`src/rtl/band_coalesce_pkg.sv`:
```
package band_coalesce_pkg;

    localparam int LINES_PER_BAND = 4;
    localparam int BAND_SHIFT     = 2;

    typedef enum logic [2:0] {
        ST_IDLE,
        ST_SCAN,
        ST_FLUSH,
        ST_CLEAR,
        ST_DONE
    } scan_state_e;

    // True when a row value lies on a band boundary.
    function automatic logic band_aligned(input logic [1:0] low_bits);
        return low_bits == 2'b00;
    endfunction

endpackage

```
`src/rtl/band_range_tracker.sv`:
```
module band_range_tracker #(
    parameter int BAND_W = 10
) (
    input  logic              clk,
    input  logic              rst,
    input  logic              clear_i,
    input  logic              hit_i,
    input  logic [BAND_W-1:0] band_i,
    output logic              any_o,
    output logic [BAND_W-1:0] lo_o,
    output logic [BAND_W-1:0] hi_o
);

    always_ff @(posedge clk) begin
        if (rst || clear_i) begin
            any_o <= 1'b0;
            lo_o  <= '0;
            hi_o  <= '0;
        end else if (hit_i) begin
            any_o <= 1'b1;
            if (!any_o || band_i < lo_o) lo_o <= band_i;
            if (!any_o || band_i > hi_o) hi_o <= band_i;
        end
    end

    // the tracked range is ordered once any band was recorded
    a_r6_range_ordered: assert property (@(posedge clk) disable iff (rst)
        any_o |-> (lo_o <= hi_o));

    // a recorded band lies inside the range in the next cycle
    a_r6_hit_covered: assert property (@(posedge clk) disable iff (rst)
        (hit_i && !clear_i) |=> (any_o && lo_o <= $past(band_i) && hi_o >= $past(band_i)));

endmodule

```
`src/rtl/band_rect_emitter.sv`:
```
module band_rect_emitter #(
    parameter type payload_t = logic [7:0]
) (
    input  logic     clk,
    input  logic     rst,
    input  logic     load_i,
    input  payload_t payload_i,
    output logic     full_o,
    output logic     valid_o,
    input  logic     ready_i,
    output payload_t payload_o
);

    payload_t hold_q;
    logic     full_q;

    always_ff @(posedge clk) begin
        if (rst) begin
            full_q <= 1'b0;
            hold_q <= '0;
        end else if (load_i && !full_q) begin
            full_q <= 1'b1;
            hold_q <= payload_i;
        end else if (full_q && ready_i) begin
            full_q <= 1'b0;
        end
    end

    assign full_o    = full_q;
    assign valid_o   = full_q;
    assign payload_o = hold_q;

    // an offered rectangle stays offered and unchanged until taken
    a_r8_hold_payload: assert property (@(posedge clk) disable iff (rst)
        (valid_o && !ready_i) |=> (valid_o && $stable(payload_o)));

endmodule

```
`src/rtl/band_update_coalescer.sv`:
```
module band_update_coalescer
    import band_coalesce_pkg::*;
#(
    parameter int ROW_W = 12
) (
    input  logic               clk,
    input  logic               rst,
    input  logic               start_i,
    input  logic               surface_off_i,
    input  logic [ROW_W-1:0]   height_i,
    output logic [ROW_W-3:0]   band_idx_o,
    input  logic               band_dirty_i,
    output logic               rect_valid_o,
    input  logic               rect_ready_i,
    output logic [ROW_W-1:0]   rect_row_o,
    output logic [ROW_W:0]     rect_height_o,
    output logic               clr_valid_o,
    output logic [ROW_W-3:0]   clr_first_o,
    output logic [ROW_W-3:0]   clr_last_o,
    output logic               done_o
);

    localparam int HGT_W  = ROW_W + 1;
    localparam int BAND_W = ROW_W - BAND_SHIFT;

    typedef struct packed {
        logic [ROW_W-1:0] row;
        logic [HGT_W-1:0] height;
    } rect_t;

    scan_state_e      state_q;
    logic [HGT_W-1:0] row_q;
    logic [ROW_W-1:0] limit_q;
    logic [ROW_W-1:0] run_start_q;
    logic             run_open_q;

    logic             at_end, step, band_hit, close_run, final_emit, load;
    logic             emit_full, range_any, track_clear;
    rect_t            rect_in, rect_out;

    assign at_end     = row_q >= {1'b0, limit_q};
    assign step       = (state_q == ST_SCAN) && !at_end && !emit_full;
    assign band_hit   = step && band_dirty_i;
    assign close_run  = step && !band_dirty_i && run_open_q;
    assign final_emit = (state_q == ST_FLUSH) && !emit_full;
    assign load       = close_run || final_emit;
    assign track_clear = (state_q == ST_IDLE) && start_i && !surface_off_i;

    assign rect_in.row    = run_start_q;
    assign rect_in.height = row_q - {1'b0, run_start_q};

    assign band_idx_o = row_q[ROW_W-1:BAND_SHIFT];

    always_ff @(posedge clk) begin
        if (rst) begin
            state_q     <= ST_IDLE;
            row_q       <= '0;
            limit_q     <= '0;
            run_start_q <= '0;
            run_open_q  <= 1'b0;
        end else begin
            case (state_q)
                ST_IDLE: begin
                    if (start_i) begin
                        if (surface_off_i) begin
                            state_q <= ST_DONE;
                        end else begin
                            state_q    <= ST_SCAN;
                            limit_q    <= height_i;
                            row_q      <= '0;
                            run_open_q <= 1'b0;
                        end
                    end
                end
                ST_SCAN: begin
                    if (at_end) begin
                        state_q <= run_open_q ? ST_FLUSH : ST_CLEAR;
                    end else if (step) begin
                        row_q <= row_q + HGT_W'(LINES_PER_BAND);
                        if (band_hit && !run_open_q) begin
                            run_open_q  <= 1'b1;
                            run_start_q <= row_q[ROW_W-1:0];
                        end
                        if (close_run) run_open_q <= 1'b0;
                    end
                end
                ST_FLUSH: begin
                    if (!emit_full) begin
                        run_open_q <= 1'b0;
                        state_q    <= ST_CLEAR;
                    end
                end
                ST_CLEAR: begin
                    if (!emit_full) state_q <= ST_DONE;
                end
                default: state_q <= ST_IDLE;
            endcase
        end
    end

    band_rect_emitter #(.payload_t(rect_t)) u_emit (
        .clk       (clk),
        .rst       (rst),
        .load_i    (load),
        .payload_i (rect_in),
        .full_o    (emit_full),
        .valid_o   (rect_valid_o),
        .ready_i   (rect_ready_i),
        .payload_o (rect_out)
    );

    band_range_tracker #(.BAND_W(BAND_W)) u_range (
        .clk     (clk),
        .rst     (rst),
        .clear_i (track_clear),
        .hit_i   (band_hit),
        .band_i  (band_idx_o),
        .any_o   (range_any),
        .lo_o    (clr_first_o),
        .hi_o    (clr_last_o)
    );

    assign rect_row_o    = rect_out.row;
    assign rect_height_o = rect_out.height;
    assign clr_valid_o   = (state_q == ST_CLEAR) && !emit_full && range_any;
    assign done_o        = (state_q == ST_DONE);

    // rectangles are band aligned and never empty
    a_r2_band_aligned: assert property (@(posedge clk) disable iff (rst)
        rect_valid_o |-> (band_aligned(rect_row_o[1:0]) &&
                          band_aligned(rect_height_o[1:0]) && rect_height_o != '0));

    // a clear is followed by done in the next cycle
    a_r9_done_after_clear: assert property (@(posedge clk) disable iff (rst)
        clr_valid_o |=> done_o);

    // done lasts one cycle
    a_r9_done_single: assert property (@(posedge clk) disable iff (rst)
        done_o |=> !done_o);

    // the clear never overlaps a pending rectangle
    a_r9_clear_after_rects: assert property (@(posedge clk) disable iff (rst)
        clr_valid_o |-> !rect_valid_o);

    // the clear command is a single-cycle pulse
    a_r6_clear_single: assert property (@(posedge clk) disable iff (rst)
        clr_valid_o |=> !clr_valid_o);

    // a skipped frame finishes in the next cycle with nothing emitted
    a_r7_skip_done: assert property (@(posedge clk) disable iff (rst)
        (state_q == ST_IDLE && start_i && surface_off_i) |=> (done_o && !rect_valid_o && !clr_valid_o));

endmodule

```
`config.mk`:
```
export PLATFORM = sky130hd
export DESIGN_NAME = band_update_coalescer
export DESIGN_NICKNAME = d
export VERILOG_FILES = /design/src/rtl/band_coalesce_pkg.sv /design/src/rtl/band_range_tracker.sv /design/src/rtl/band_rect_emitter.sv /design/src/rtl/band_update_coalescer.sv
export SDC_FILE = /design/constraint.sdc
export NUM_CORES = 1
export LEC_CHECK = 0
export BUFFER_PORTS_ARGS = -buffer_cell sky130_fd_sc_hd__clkbuf_2
export CAP_MARGIN = 20
export CORE_UTILIZATION = 40
export DETAILED_ROUTE_END_ITERATION = 8
export GPL_TIMING_DRIVEN = 0
export HOLD_SLACK_MARGIN = 0.1
export SETUP_SLACK_MARGIN = 0.2
export SKIP_CTS_REPAIR_TIMING = 1
export SYNTH_ARGS = -nofsm -noshare
export SYNTH_HDL_FRONTEND = slang
export SYNTH_SLANG_ARGS = --single-unit
```
`constraint.sdc`:
```
create_clock -name clk -period 5.04 [get_ports clk]
set_input_delay 0.504 -clock clk [delete_from_list [all_inputs] [get_ports clk]]
set_output_delay 0.504 -clock clk [all_outputs]
set_load 0.1 [all_outputs]
```
; After elaboration in Yosys (flattened, before gate mapping)
; Index checks and enable logic that the tools add are counted.
[totals]
regBits = 88
latch_bits = 0
mem_bits_rw = 0
mem_bits_ro = 0
input_bits = 18
out_inout_bits = 58
word_cells = 86
mem_count = 0
[op_classes]
addsub = 2
multipliers = 0
n_div = 0
magnitude_cmp = 3
eq_ne = 12
shifts = 0
n_mux = 22
bitwise = 2
n_reduce_logical = 34
[ops]
columns = cell, count
row1 = 13-bit 2-to-1 mux, 4
row2 = 13-bit one-hot mux with 2 select lines, 1
row3 = 3-bit 2-to-1 mux, 5
row4 = "2-bit inequality test, second input constant", 7
row5 = "13-bit by 3-bit adder with 13-bit output, second input constant", 1
row6 = 13-bit by 12-bit greater-or-equal comparator with 1-bit output, 1
row7 = 1-bit logical AND, 13
row8 = 13-bit by 12-bit subtractor with 13-bit output, 1
row9 = 3-bit one-hot mux with 4 select lines, 1
row10 = 10-bit > comparator, 1
row11 = 10-bit < comparator, 1
row12 = 1-bit 2-to-1 mux, 10
row13 = 4-bit AND reduction, 2
row14 = 7-bit AND reduction, 1
row15 = "3-bit by 2-bit equality test with 1-bit output, second input constant", 2
row16 = 1-bit logical NOT, 6
row17 = 5-bit AND reduction, 1
row18 = 1-bit logical OR, 4
row19 = 2-bit AND reduction, 2
row20 = 2-bit nonzero test, 2
row21 = "3-bit by 1-bit equality test with 1-bit output, second input constant", 1
row22 = "3-bit equality test, second input constant", 1
row23 = 3-bit logical NOT, 1
row24 = "3-bit by 2-bit inequality test with 1-bit output, second input constant", 1
row25 = other kinds (4), 5

; Depth between registers and ports, before layout
; Gate-level depths: netlist of the first run.
[depth]
depth_word = 11
ltp_mapped = 10

; Modules after synthesis
; From an unflattened synthesis of the first run, not the netlist that was laid out.
[hier_totals]
hier_cells = 591
area_unflattened_um2 = 5187.5
[by_module_without_submodules]
columns = mod, instances, cells_each, area_per_inst_um2, seq_area_each_um2
row1 = band_update_coalescer, 1, 306, 2476.1, 740.7
row2 = band_range_tracker, 1, 169, 1452.6, 420.4
row3 = band_rect_emitter, 1, 116, 1258.7, 520.5

; Worst setup path after synthesis of the first run
; Ideal clock, no wire load.
[synth_timing]
path_type = register to output
from = register u_emit.full_q (netlist: u_emit.full_o)
to = output clr_valid_o
t_arrival_ns = 3.834
required_ns = 4.536
path_slack_ns = 0.702
stages_incl_launch_ff = 3
path_buffers = 0
path_cell_list = dfxtp_1 -> nand2b_1 -> nor4_1
[synth_via]
elab_chain_cells = 3
[synth_rtl]
columns = item, line_no
row1 = start: declaration, band_rect_emitter.sv:15  ; logic full_q;
row2 = start signal: assignment, band_rect_emitter.sv:19  ; full_q <= 1'b0;
row3 = start signal: assignment, band_rect_emitter.sv:22  ; full_q <= 1'b1;
row4 = start signal: assignment, band_rect_emitter.sv:25  ; full_q <= 1'b0;
row5 = 1-bit logical NOT, band_update_coalescer.sv:125  ; assign clr_valid_o = (state_q == ST_CLEAR) && !emit_full && range_any;
row6 = 1-bit logical AND (2 in a row), band_update_coalescer.sv:125
row7 = end: declaration, band_update_coalescer.sv:17  ; output logic clr_valid_o,
; Every way passes these cells.

; Worst setup path in the final report of the first run
[layout_timing]
from = register row_q[8]
to = register u_emit.hold_q, in the netlist u_emit.payload_o[9]
[layout_via]
elab_chain_cells = 8
elab_cells_between_ends = 9
[layout_rtl]
columns = item, line_no
row1 = start: declaration, band_update_coalescer.sv:32  ; logic [HGT_W-1:0] row_q;
row2 = start signal: assignment, band_update_coalescer.sv:79  ; row_q <= row_q + HGT_W'(LINES_PER_BAND);
row3 = 13-bit by 12-bit greater-or-equal comparator with 1-bit output, band_update_coalescer.sv:41  ; assign at_end = row_q >= {1'b0, limit_q};
row4 = 1-bit logical NOT, band_update_coalescer.sv:42  ; assign step = (state_q == ST_SCAN) && !at_end && !emit_full;
row5 = 1-bit logical AND (2 in a row), band_update_coalescer.sv:42
row6 = 1-bit logical AND (2 in a row), band_update_coalescer.sv:44  ; assign close_run = step && !band_dirty_i && run_open_q;
row7 = 1-bit logical OR, band_update_coalescer.sv:46  ; assign load = close_run || final_emit;
row8 = 1-bit logical AND, band_rect_emitter.sv:21  ; end else if (load_i && !full_q) begin
row9 = end signal: assignment, band_rect_emitter.sv:23  ; hold_q <= payload_i;
row10 = end: declaration, band_rect_emitter.sv:14  ; payload_t hold_q;
; Parallel ways exist; a longest one is shown, timed or not.
; A chain may end at the register's enable or synchronous reset.

==> reports/summary.md, run 1 <==
Outcome
- finished clean — outcome

Finish
- 1087 — filler cell count in the final layout
- 694 — number of nets in the layout
- 1622 µm² — total area of sequential cells
- 2562 µm² — area used by multi-input combinational logic
- 18.22% — synth-to-layout area growth
- 0 — Antenna Cells
- 17.71% — fraction of layout instances using a drive strength above 1

Logic synthesis
- 0 — count of flip-flops with a built-in enable after synthesis
- 52 — Yosys cell types
- 0 — count of warnings emitted by yosys
- sky130_fd_sc_hd__dfxtp_1 — most common flop cell mapped by yosys
- 4581 µm² — mapped cell area
- sky130_fd_sc_hd__dfxtp_1 — cell type contributing the most total cell area after synthesis
- 550 — synthesized instance count
- 35.40% — Synth top area share
- 0% — share of synthesized flip-flops with an asynchronous set or reset
- 81 — number of synthesized register bits
- 35.40% — Seq/Total Area, Yosys
- sky130_fd_sc_hd__dfxtp_1 35%, sky130_fd_sc_hd__ha_1 11%, sky130_fd_sc_hd__mux2i_1 8.5%, sky130_fd_sc_hd__nand2_1 6.3%, sky130_fd_sc_hd__a21oi_1 5.4% — Area contributors post-synth
- 8.328 µm² — synthesized area per cell

Route
- 11410 µm — total wirelength of the detailed-routed design
- 4 — first-pass iteration count of the detailed router
- 0 — number of nets with antenna violations after routing
- 14.66 µm — routed wirelength normalized by instance count
- 5.215 — post-DR vias/cell
- 238 — detailed router's first-iteration violation count
- 0 — Post-route DRC
- 4057 — total via count after detailed routing

Floorplanning
- 10980 µm² — area of the core
- 11880 µm² — Die Outline Area
- 76 — num ports
- 109.0 µm — chip height
- 109.0 µm — horizontal extent of the die
- 38 — standard-cell rows
- 41.71% — initial core utilization

Job
- 0 — Max-Cap Viols

Clock network
- 0.06 ns — clk slew on worst S/H paths
- 9 — total clock buffers created by CTS
- 81 — number of sinks on the clock net
- 3 — number of levels in the clock H-tree
- done — TritonCTS clock tree
- 2 — clock buffer depth
- sky130_fd_sc_hd__clkbuf_16 — root buf cell
- 0.34 ns — worst skew pair latency

Worst hold path
- input pin to flip-flop — worst min path class

GRT
- 0 — number of antenna violations at the first check in global routing
- 0 — leftover overflow at the end of global routing
- 14 — pin count of the biggest net entering global routing
- 18750 µm — wire length of the first global-routing pass
- 20.68% — Tot GR Track Use
- 3739 — vias in the first global route

STA
- 0.006803 ns — setup clock skew after layout
- 58.69% — Period Utilization, post-route
- 0 — Fin. Hold Viols
- 2.958 ns — min cycle time layout
- 338.1 MHz — top achievable clock speed
- 39.72% — Slew Limit Headroom
- 0 — count of final setup violators
- 0 ns — setup total negative slack
- false — RSZ-0062 raised after global routing
- 0 — total count of max-transition violations in the final report
- 2.082 ns — final worst-path setup slack
- 0.8960 ns — Worst-Margin Slew

Setup path
- flip-flop — Critical Path Source Type
- flip-flop — critical path endpoint category
- flip-flop to flip-flop — WS Path Type
- 5.25 ns — data required time at the worst endpoint
- 3.17 ns — CP arrival
- 12 — critical path fanouts, max

Placement
- 8540 µm — HPWL Detailed
- 0.8487 — placer congestion estimate
- 2.082 ns — pre-CTS setup slack
- 71 — number of buffers added on ports

Power and ir drop
- 0.002401 µW — leakage dissipation
- 228.0 µV — maximum resistive drop on vdd
- 386.6 nW/µm² — power per unit of standard cell area

## synth_stat cells, types with 4 or more instances
cell and n:
sky130_fd_sc_hd__nand2_1 77, sky130_fd_sc_hd__a31oi_1 6, sky130_fd_sc_hd__nor2_1 37, sky130_fd_sc_hd__nand4_1 5, sky130_fd_sc_hd__xnor2_1 6, sky130_fd_sc_hd__o31ai_1 6, sky130_fd_sc_hd__nor2b_1 5, sky130_fd_sc_hd__ha_1 41
sky130_fd_sc_hd__buf_2 5, sky130_fd_sc_hd__inv_1 49, sky130_fd_sc_hd__buf_4 15, sky130_fd_sc_hd__a21oi_1 49, sky130_fd_sc_hd__o21a_1 5, sky130_fd_sc_hd__or3_1 4, sky130_fd_sc_hd__dfxtp_1 81, sky130_fd_sc_hd__nand2b_1 7
sky130_fd_sc_hd__nand3_1 10, sky130_fd_sc_hd__mux2i_1 39, sky130_fd_sc_hd__nor4_1 4, sky130_fd_sc_hd__clkbuf_1 16, sky130_fd_sc_hd__o21ai_0 26, sky130_fd_sc_hd__nor3_1 9
## critical path: stages, from the launching register on
cell and delay (ns):
sky130_fd_sc_hd__dfxtp_1 0.66, sky130_fd_sc_hd__ha_1 0.28, sky130_fd_sc_hd__nand4_1 0.14, sky130_fd_sc_hd__a211oi_1 0.45, sky130_fd_sc_hd__o2111ai_4 0.25, sky130_fd_sc_hd__a32oi_4 0.44
sky130_fd_sc_hd__buf_2 0.34, sky130_fd_sc_hd__mux2i_1 0.22, sky130_fd_sc_hd__nor2_1 0.05
## layout make-up
type,instances,area share (%)
plain buffers,38,4.067
multi-input cells,384,47.32
repair buffers,71,6.562
well taps,140,3.235
clock buffers,12,4.737
flip-flops and latches,81,29.94
inverters,49,3.396
clock inverters,3,0.7394
## path summary, 6_finish.rpt
path                                             to         from  slack [ns]  cells after the start
worst max register to register  u_emit.payload_o[9]     row_q[8]        2.08                      8
worst max-delay path            u_emit.payload_o[9]     row_q[8]        2.08                      8
worst min register to register           limit_q[4]   limit_q[4]        0.45                      2
worst min-delay path                     limit_q[3]  height_i[3]        0.38                      3
## per-layer routing
metal,GRT usage (%),part of all wire [%],wire (µm)
met1,27.40,48,5438
met2,33.06,46,5269
met3,4.961,4.6,523
met4,6.274,1.6,177
met5,0,0,0
## cell usage in the layout, fill, tap and decap left out, drive strengths merged, types with 5 or more instances in the layout
cell type and n:
buf 22, nand4 5, nor2 37, nand2 77
a21oi 49, o21a 5, ha 41, nor3 9
o21ai 26, xnor2 6, nand3 10, nand2b 7
dfxtp 81, o31ai 6, inv 49, nor2b 5
clkbuf 99, a31oi 6, mux2i 39
## flip-flops by register name (all words and copies together) (netlist names)
signal	count
u_range.hi_o	10
u_range.lo_o	10
run_open_q	1
u_emit.payload_o	22
limit_q	12
run_start_q	10
u_range.any_o	1
u_emit.full_o	1
row_q	11
state_q	3
## power by group
| part | leakage, µW | internal (µW) | switching (µW) |
|---|---|---|---|
| combinational | 0.00160 | 236 | 471 |
| clock | 0.000148 | 407 | 260 |
| sequential | 0.000654 | 679 | 40.6 |
| total | 0.00240 | 1320 | 771 |
## metrics by stage
stage	util (%)	power (µW)	hold WS [ns]	instance area [µm²]	instances
after floorplan	-	1299	0.4318	4588	552
after global placement	46.61	1429	0.4467	5119	763
after detailed placement	46.61	1437	0.4503	5119	763
after CTS	49.31	2105	0.3735	5415	778
after global routing	49.31	2207	0.3788	5415	778
final	49.31	2093	0.3783	5415	778
## cell families after synthesis
group	after synthesis	share of synthesized area (%)
other cells	2	0.1640
flops	81	35.40
xor+xnor	9	1.721
compound gates	116	16.03
buf+inv	87	8.823
mux	39	8.522
fa+ha+maj	42	11.64
simple gates	174	17.70
Note: power is estimated with default switching activity, not from simulation.
==> inputs of run 2 (changes only) <==
==> constraint.sdc (replaced) <==
create_clock -name clk -period 2.5 [get_ports clk]
set_input_delay 0.25 -clock clk [delete_from_list [all_inputs] [get_ports clk]]
set_output_delay 0.25 -clock clk [all_outputs]
set_load 0.1 [all_outputs]
==> reports/summary.md, run 2 (synthesized netlist as in run 1, its figures left out) <==
STA
- 2.368 ns — min cycle time layout
- 47.78% — Slew Limit Headroom
- 0.7768 ns — Worst-Margin Slew
- 0 — Fin. Hold Viols
- 422.3 MHz — top achievable clock speed
- 0 — total count of max-transition violations in the final report
- 0.008241 ns — setup clock skew after layout
- 0 — count of final setup violators
- true — RSZ-0062 raised after global routing
- 94.73% — Period Utilization, post-route

Route
- 15.24 µm — routed wirelength normalized by instance count
- 249 — detailed router's first-iteration violation count
- 5.172 — post-DR vias/cell
- 0 — number of nets with antenna violations after routing
- 4189 — total via count after detailed routing
- 4 — first-pass iteration count of the detailed router
- 12340 µm — total wirelength of the detailed-routed design
- 0 — Post-route DRC

Finish
- 725 — number of nets in the layout
- 77 x sky130_fd_sc_hd__nand2_1, 74 x sky130_fd_sc_hd__clkbuf_2, 54 x sky130_fd_sc_hd__dfxtp_1, 48 x sky130_fd_sc_hd__inv_1, 45 x sky130_fd_sc_hd__a21oi_1 — most used cells in the layout excluding fill and tap cells
- 6055 µm² — Non-Filler Cell Area, Final
- sky130_fd_sc_hd__nand2_1 — most common library cell in the layout ignoring fill and taps
- 32.18% — synth-to-layout area growth
- 22 — number of flip-flops under the largest register name
- 30.60% — fraction of layout instances using a drive strength above 1
- 0 — Antenna Cells

Setup path
- 9 — critical path fanouts, max
- flip-flop — critical path endpoint category
- 2.58 ns — CP arrival
- flip-flop — Critical Path Source Type
- flip-flop to flip-flop — WS Path Type
- 2.71 ns — data required time at the worst endpoint
- 0.13 ns — worst-case register-to-register setup slack

Power and ir drop
- 4646 µW — post-layout total power
- 560.9 µV — maximum resistive drop on vdd
- 767.3 nW/µm² — power per unit of standard cell area
- 0.002654 µW — leakage dissipation

Clock network
- sky130_fd_sc_hd__clkbuf_16 — root buf cell
- 81 — number of sinks on the clock net
- 3 — number of levels in the clock H-tree
- done — TritonCTS clock tree
- 0.06 ns — clk slew on worst S/H paths
- 2 — clock buffer depth
- 9 — total clock buffers created by CTS
- 0.35 ns — worst skew pair latency

Floorplanning
- 76 — num ports
- 10980 µm² — area of the core
- 41.71% — initial core utilization
- 109.0 µm — horizontal extent of the die
- 109.0 µm — chip height
- 11880 µm² — Die Outline Area
- 38 — standard-cell rows

Worst hold path
- input pin to flip-flop — worst min path class

GRT
- 0 — leftover overflow at the end of global routing
- 3895 — vias in the first global route
- 14 — pin count of the biggest net entering global routing
- 18770 µm — wire length of the first global-routing pass
- 0 — number of antenna violations at the first check in global routing
- 20.68% — Tot GR Track Use

Job
- 0 — Max-Cap Viols

Placement
- 8602 µm — HPWL Detailed
- 0.8510 — placer congestion estimate
- 5160 µm² — post-placement cell area
- 71 — number of buffers added on ports

Outcome
- finished clean — outcome

==> run 2: area by class of cell <==
type	count	area [µm²]
Fill cell	1013	4928
Multi-Input combinational cell	385	2791
Sequential cell	81	1678
Timing Repair Buffer	101	639.4
Clock buffer	13	281.5
Buffer	38	280.3
Inverter	49	187.7
Tap cell	140	175.2
Clock inverter	3	21.27
==> run 2: per-stage QoR <==
step / utilization (%) / setup TNS, ns / std cells / setup WS (ns) / hold WS, ns
2_1_floorplan: - / 0 / 552 / 0.2090 / 0.3860
3_3_place_gp: 46.98 / -13.68 / 763 / -0.3264 / 0.4463
3_5_place_dp: 46.98 / -16.02 / 763 / -0.3939 / 0.4498
4_1_cts: 49.74 / -17.61 / 779 / -0.4016 / 0.1161
5_1_grt: 55.13 / 0 / 810 / 0.06500 / 0.1247
6_report: 55.13 / 0 / 810 / 0.1318 / 0.1213
==> run 2: power by group <==
part | switching, µW | leakage, µW | internal [µW] | total (µW)
logic | 1110 | 0.00184 | 757 | 1860
registers | 87.2 | 0.000671 | 1370 | 1460
clock network | 538 | 0.000147 | 788 | 1330
==> run 2: critical path, stage by stage, from the launching register on <==
cell                        delay, ns
sky130_fd_sc_hd__dfxtp_4         0.38
sky130_fd_sc_hd__ha_1            0.31
sky130_fd_sc_hd__nand4_1         0.19
sky130_fd_sc_hd__a211oi_4        0.26
sky130_fd_sc_hd__o2111ai_4       0.23
sky130_fd_sc_hd__a32oi_4         0.29
sky130_fd_sc_hd__buf_12          0.18
sky130_fd_sc_hd__clkbuf_16       0.16
sky130_fd_sc_hd__mux2i_1         0.17
sky130_fd_sc_hd__nor2_1          0.06
==> run 2: layer usage <==
layer / share of wire (%) / up-vias / GRT usage (%) / wire length (µm)
met5: 0 / - / 0 / 0
met4: 1.3 / 0 / 6.660 / 163
met3: 5.6 / 14 / 5.858 / 694
met2: 47 / 121 / 34.05 / 5856
met1: 46 / 1933 / 25.88 / 5629
li1: - / 2121 / - / -
==> run 2: worst paths after layout <==
kind	startpoint	endpoint	depth (start not counted)
hold / removal	height_i[7]	limit_q[7]	3
setup reg to reg	row_q[7]	u_emit.payload_o[18]	9
hold reg to reg	limit_q[4]	limit_q[4]	2
setup / recovery	row_q[7]	u_emit.payload_o[18]	9
==> inputs of run 3 (changes only) <==
--- a/config.mk
+++ b/config.mk
@@ -11,8 +11,11 @@
 export DETAILED_ROUTE_END_ITERATION = 8
 export GPL_TIMING_DRIVEN = 0
 export HOLD_SLACK_MARGIN = 0.1
+export MAX_ROUTING_LAYER = met4
 export SETUP_SLACK_MARGIN = 0.2
 export SKIP_CTS_REPAIR_TIMING = 1
 export SYNTH_ARGS = -nofsm -noshare
 export SYNTH_HDL_FRONTEND = slang
+export SYNTH_HIERARCHICAL = 1
 export SYNTH_SLANG_ARGS = --single-unit
+export TNS_END_PERCENT = 50
==> reports/summary.md, run 3 <==
STA
- 0.1129 ns — worst slack on hold paths
- 0.6358 ns — Worst-Margin Slew
- 0 — Fin. Hold Viols
- true — RSZ-0062 raised after global routing
- 100.3% — Period Utilization, post-route
- 4 — count of final setup violators
- 2.508 ns — min cycle time layout
- -0.02001 ns — setup total negative slack
- -0.008200 ns — final worst-path setup slack
- 0.008353 ns — setup clock skew after layout
- 398.7 MHz — top achievable clock speed
- 0 — total count of max-transition violations in the final report
- 57.61% — Slew Limit Headroom

Clock network
- 3 — number of levels in the clock H-tree
- 0.07 ns — clk slew on worst S/H paths
- 0.35 ns — worst skew pair latency
- 9 — total clock buffers created by CTS
- 2 — clock buffer depth
- sky130_fd_sc_hd__clkbuf_16 — root buf cell
- 84 — number of sinks on the clock net
- done — TritonCTS clock tree

Logic synthesis
- simple AND/OR/NAND/NOR gates — largest family of logic cells by synthesized area
- 5187 µm² — mapped cell area
- sky130_fd_sc_hd__dfxtp_1 — cell type contributing the most total cell area after synthesis
- 8.777 µm² — synthesized area per cell
- 32.42% — Synth top area share
- 84 — number of synthesized register bits
- sky130_fd_sc_hd__dfxtp_1 32%, sky130_fd_sc_hd__ha_1 9.9%, sky130_fd_sc_hd__nand4bb_1 5.4%, sky130_fd_sc_hd__nand2b_1 4.2%, sky130_fd_sc_hd__a21oi_1 4.0% — Area contributors post-synth
- 2.340% — share of synthesized area spent on multiplexers
- 0% — share of synthesized flip-flops with an asynchronous set or reset
- 10.27% — fraction of the mapped netlist area in adder cells
- 24.17% — simple-gate share of the synthesized area
- 591 — synthesized instance count
- sky130_fd_sc_hd__dfxtp_1 — most common flop cell mapped by yosys
- 20.74% — Synth Area in Compound Gates
- 0 — count of flip-flops with a built-in enable after synthesis
- 84 x sky130_fd_sc_hd__dfxtp_1, 48 x sky130_fd_sc_hd__inv_1, 42 x sky130_fd_sc_hd__nor2_1 — commonest cells in the synthesized netlist
- 6 — count of warnings emitted by yosys
- 32.42% — Seq/Total Area, Yosys
- 66 — Yosys cell types
- 2.195% — Post-Synth XOR/XNOR Area
- sky130_fd_sc_hd__dfxtp_1 — most numerous cell in the Yosys netlist

Route
- 13750 µm — total wirelength of the detailed-routed design
- 5.292 — post-DR vias/cell
- 4752 — total via count after detailed routing
- 15.32 µm — routed wirelength normalized by instance count
- 0 — number of nets with antenna violations after routing
- 265 — detailed router's first-iteration violation count
- 4 — first-pass iteration count of the detailed router
- 0 — Post-route DRC

Finish
- 25 — number of flip-flops under the largest register name
- 33.88% — fraction of layout instances using a drive strength above 1
- 75 x sky130_fd_sc_hd__clkbuf_2, 63 x sky130_fd_sc_hd__dfxtp_1, 48 x sky130_fd_sc_hd__buf_4, 42 x sky130_fd_sc_hd__inv_1, 41 x sky130_fd_sc_hd__nand2_1 — most used cells in the layout excluding fill and tap cells
- 781 — number of nets in the layout
- 31.02% — synth-to-layout area growth
- 1194 — filler cell count in the final layout
- sky130_fd_sc_hd__clkbuf_2 — most common library cell in the layout ignoring fill and taps
- 0 — Antenna Cells
- 53.86% — Util after Layout

GRT
- 4334 — vias in the first global route
- 16 — pin count of the biggest net entering global routing
- 21020 µm — wire length of the first global-routing pass
- 20.74% — Tot GR Track Use
- 0 — number of antenna violations at the first check in global routing
- 0 — leftover overflow at the end of global routing

Outcome
- finished, violations left — outcome
- negative setup slack — violated checks

Placement
- 9169 µm — HPWL Detailed
- 0.8761 — placer congestion estimate
- 75 — number of buffers added on ports

Job
- 0 — Max-Cap Viols

Floorplanning
- 41 — standard-cell rows
- 12620 µm² — area of the core
- 13430 µm² — Die Outline Area
- 76 — num ports
- 41.11% — initial core utilization
- 115.9 µm — chip height
- 115.9 µm — horizontal extent of the die

Power and ir drop
- 39.2% — Clk network pwr share
- 43.4% — sequential fraction of design power
- 2289 µW — internal power consumption
- 892.9 µW — switching pwr
- 28.07% — switching portion of total power
- 0.002703 µW — leakage dissipation
- 468.1 nW/µm² — power per unit of standard cell area
- 277.8 µV — maximum resistive drop on vdd
- 3182 µW — post-layout total power
- 17.4% — combinational share of power

Setup path
- 11 — depth of the worst register-to-register path
- -0.008 ns — worst-case register-to-register setup slack
- row_q[8] — origin of the critical flop-to-flop path
- 7 — critical path fanouts, max
- flip-flop — Critical Path Source Type
- 2.73 ns — CP arrival
- u_range/lo_o[6] — capture point of the worst reg-to-reg path
- 2.73 ns — data required time at the worst endpoint
- flip-flop — critical path endpoint category
- flip-flop to flip-flop — WS Path Type

Worst hold path
- limit_q[11] — end point of the most critical hold path
- 3 — depth of the worst hold-timing path
- height_i[11] — Min-Delay Startpoint
- input pin to flip-flop — worst min path class

## run 3: changes by cell type in the layout (fill, tap and decap cells not counted), sizes merged, moves of 8 or more
| cell | previous run | this run |
|---|---|---|
| nand2b | 7 | 35 |
| nand2 | 77 | 41 |
| nand4bb | 1 | 25 |
| a21oi | 49 | 41 |
| o21ai | 26 | 45 |
| buf | 50 | 62 |
| mux2i | 39 | 11 |
| a221o | 0 | 10 |
| nand3 | 10 | 20 |
## run 3: layer usage
| layer | track usage, % | part of all wire [%] | vias to the layer above |
|---|---|---|---|
| met2 | 34.05 | 50 | 110 |
| met4 | 10.43 | 2.3 | 0 |
| met5 | - | 0 | - |
| met1 | 24.64 | 45 | 2262 |
| li1 | - | - | 2359 |
| met3 | 3.138 | 3.3 | 21 |
## run 3: layout make-up
class / count / area, µm² / share of cell area [%]
Multi-Input combinational cell: 425 / 3357 / 49.39
Sequential cell: 84 / 1733 / 25.50
Buffer: 37 / 284.0 / 4.179
Timing Repair Buffer: 115 / 750.7 / 11.05
Inverter: 49 / 186.4 / 2.743
Clock buffer: 11 / 242.7 / 3.571
Clock inverter: 5 / 27.53 / 0.4050
Tap cell: 172 / 215.2 / 3.166
## run 3: how the worst max path moves through the flow
stage,start,end,slack [ns]
after floorplan,row_q[11],u_range/lo_o[7],-0.10
after global placement,row_q[8],u_range/lo_o[7],-0.68
after detailed placement,row_q[8],u_range/lo_o[6],-0.71
after CTS,row_q[8],u_range/lo_o[6],-0.72
after global routing,row_q[10],u_range/lo_o[1],-0.13
final,row_q[8],u_range/lo_o[6],-0.008
## run 3: cell families (layout without fill, tap and decap cells)
group,count (synthesis),after routing
AND/OR/NAND/NOR,209,209
AO/OA/AOI/OAI,143,144
buffers and inverters,86,217
flip-flops,84,84
adder cells (fa/ha/maj),42,42
XOR/XNOR,13,13
multiplexers,12,12
other,2,5
## run 3: stage by stage
step	cells	setup slack (ns)	instance area [µm²]
2_1_floorplan	594	-0.1021	5280
3_3_place_gp	841	-0.6792	5871
3_5_place_dp	841	-0.7102	5871
4_1_cts	857	-0.7220	6141
5_1_grt	898	-0.1318	6797
6_report	898	-0.008200	6797
## run 3: power by group through the flow
| stage | registers (µW) | clock network, µW | logic, µW |
|---|---|---|---|
| 5_1_grt | 1380 | 1320 | 593 |
| 4_1_cts | 1390 | 1280 | 429 |
| 3_3_place_gp | 1420 | 0 | 419 |
| 2_1_floorplan | 1440 | 0 | 311 |
| 3_5_place_dp | 1420 | 0 | 428 |
| 6_report | 1380 | 1250 | 552 |
## run 3: critical path: stages (launching register included)
cell                        delay (ns)
sky130_fd_sc_hd__dfxtp_4          0.38
sky130_fd_sc_hd__ha_4             0.26
sky130_fd_sc_hd__nand4_1          0.16
sky130_fd_sc_hd__a2111oi_4        0.43
sky130_fd_sc_hd__or2_4            0.22
sky130_fd_sc_hd__nor2_4           0.04
sky130_fd_sc_hd__buf_6            0.13
sky130_fd_sc_hd__nor2b_1          0.12
sky130_fd_sc_hd__buf_4            0.20
sky130_fd_sc_hd__a2bb2oi_2        0.12
sky130_fd_sc_hd__nor2_1           0.04
sky130_fd_sc_hd__a221o_1          0.27
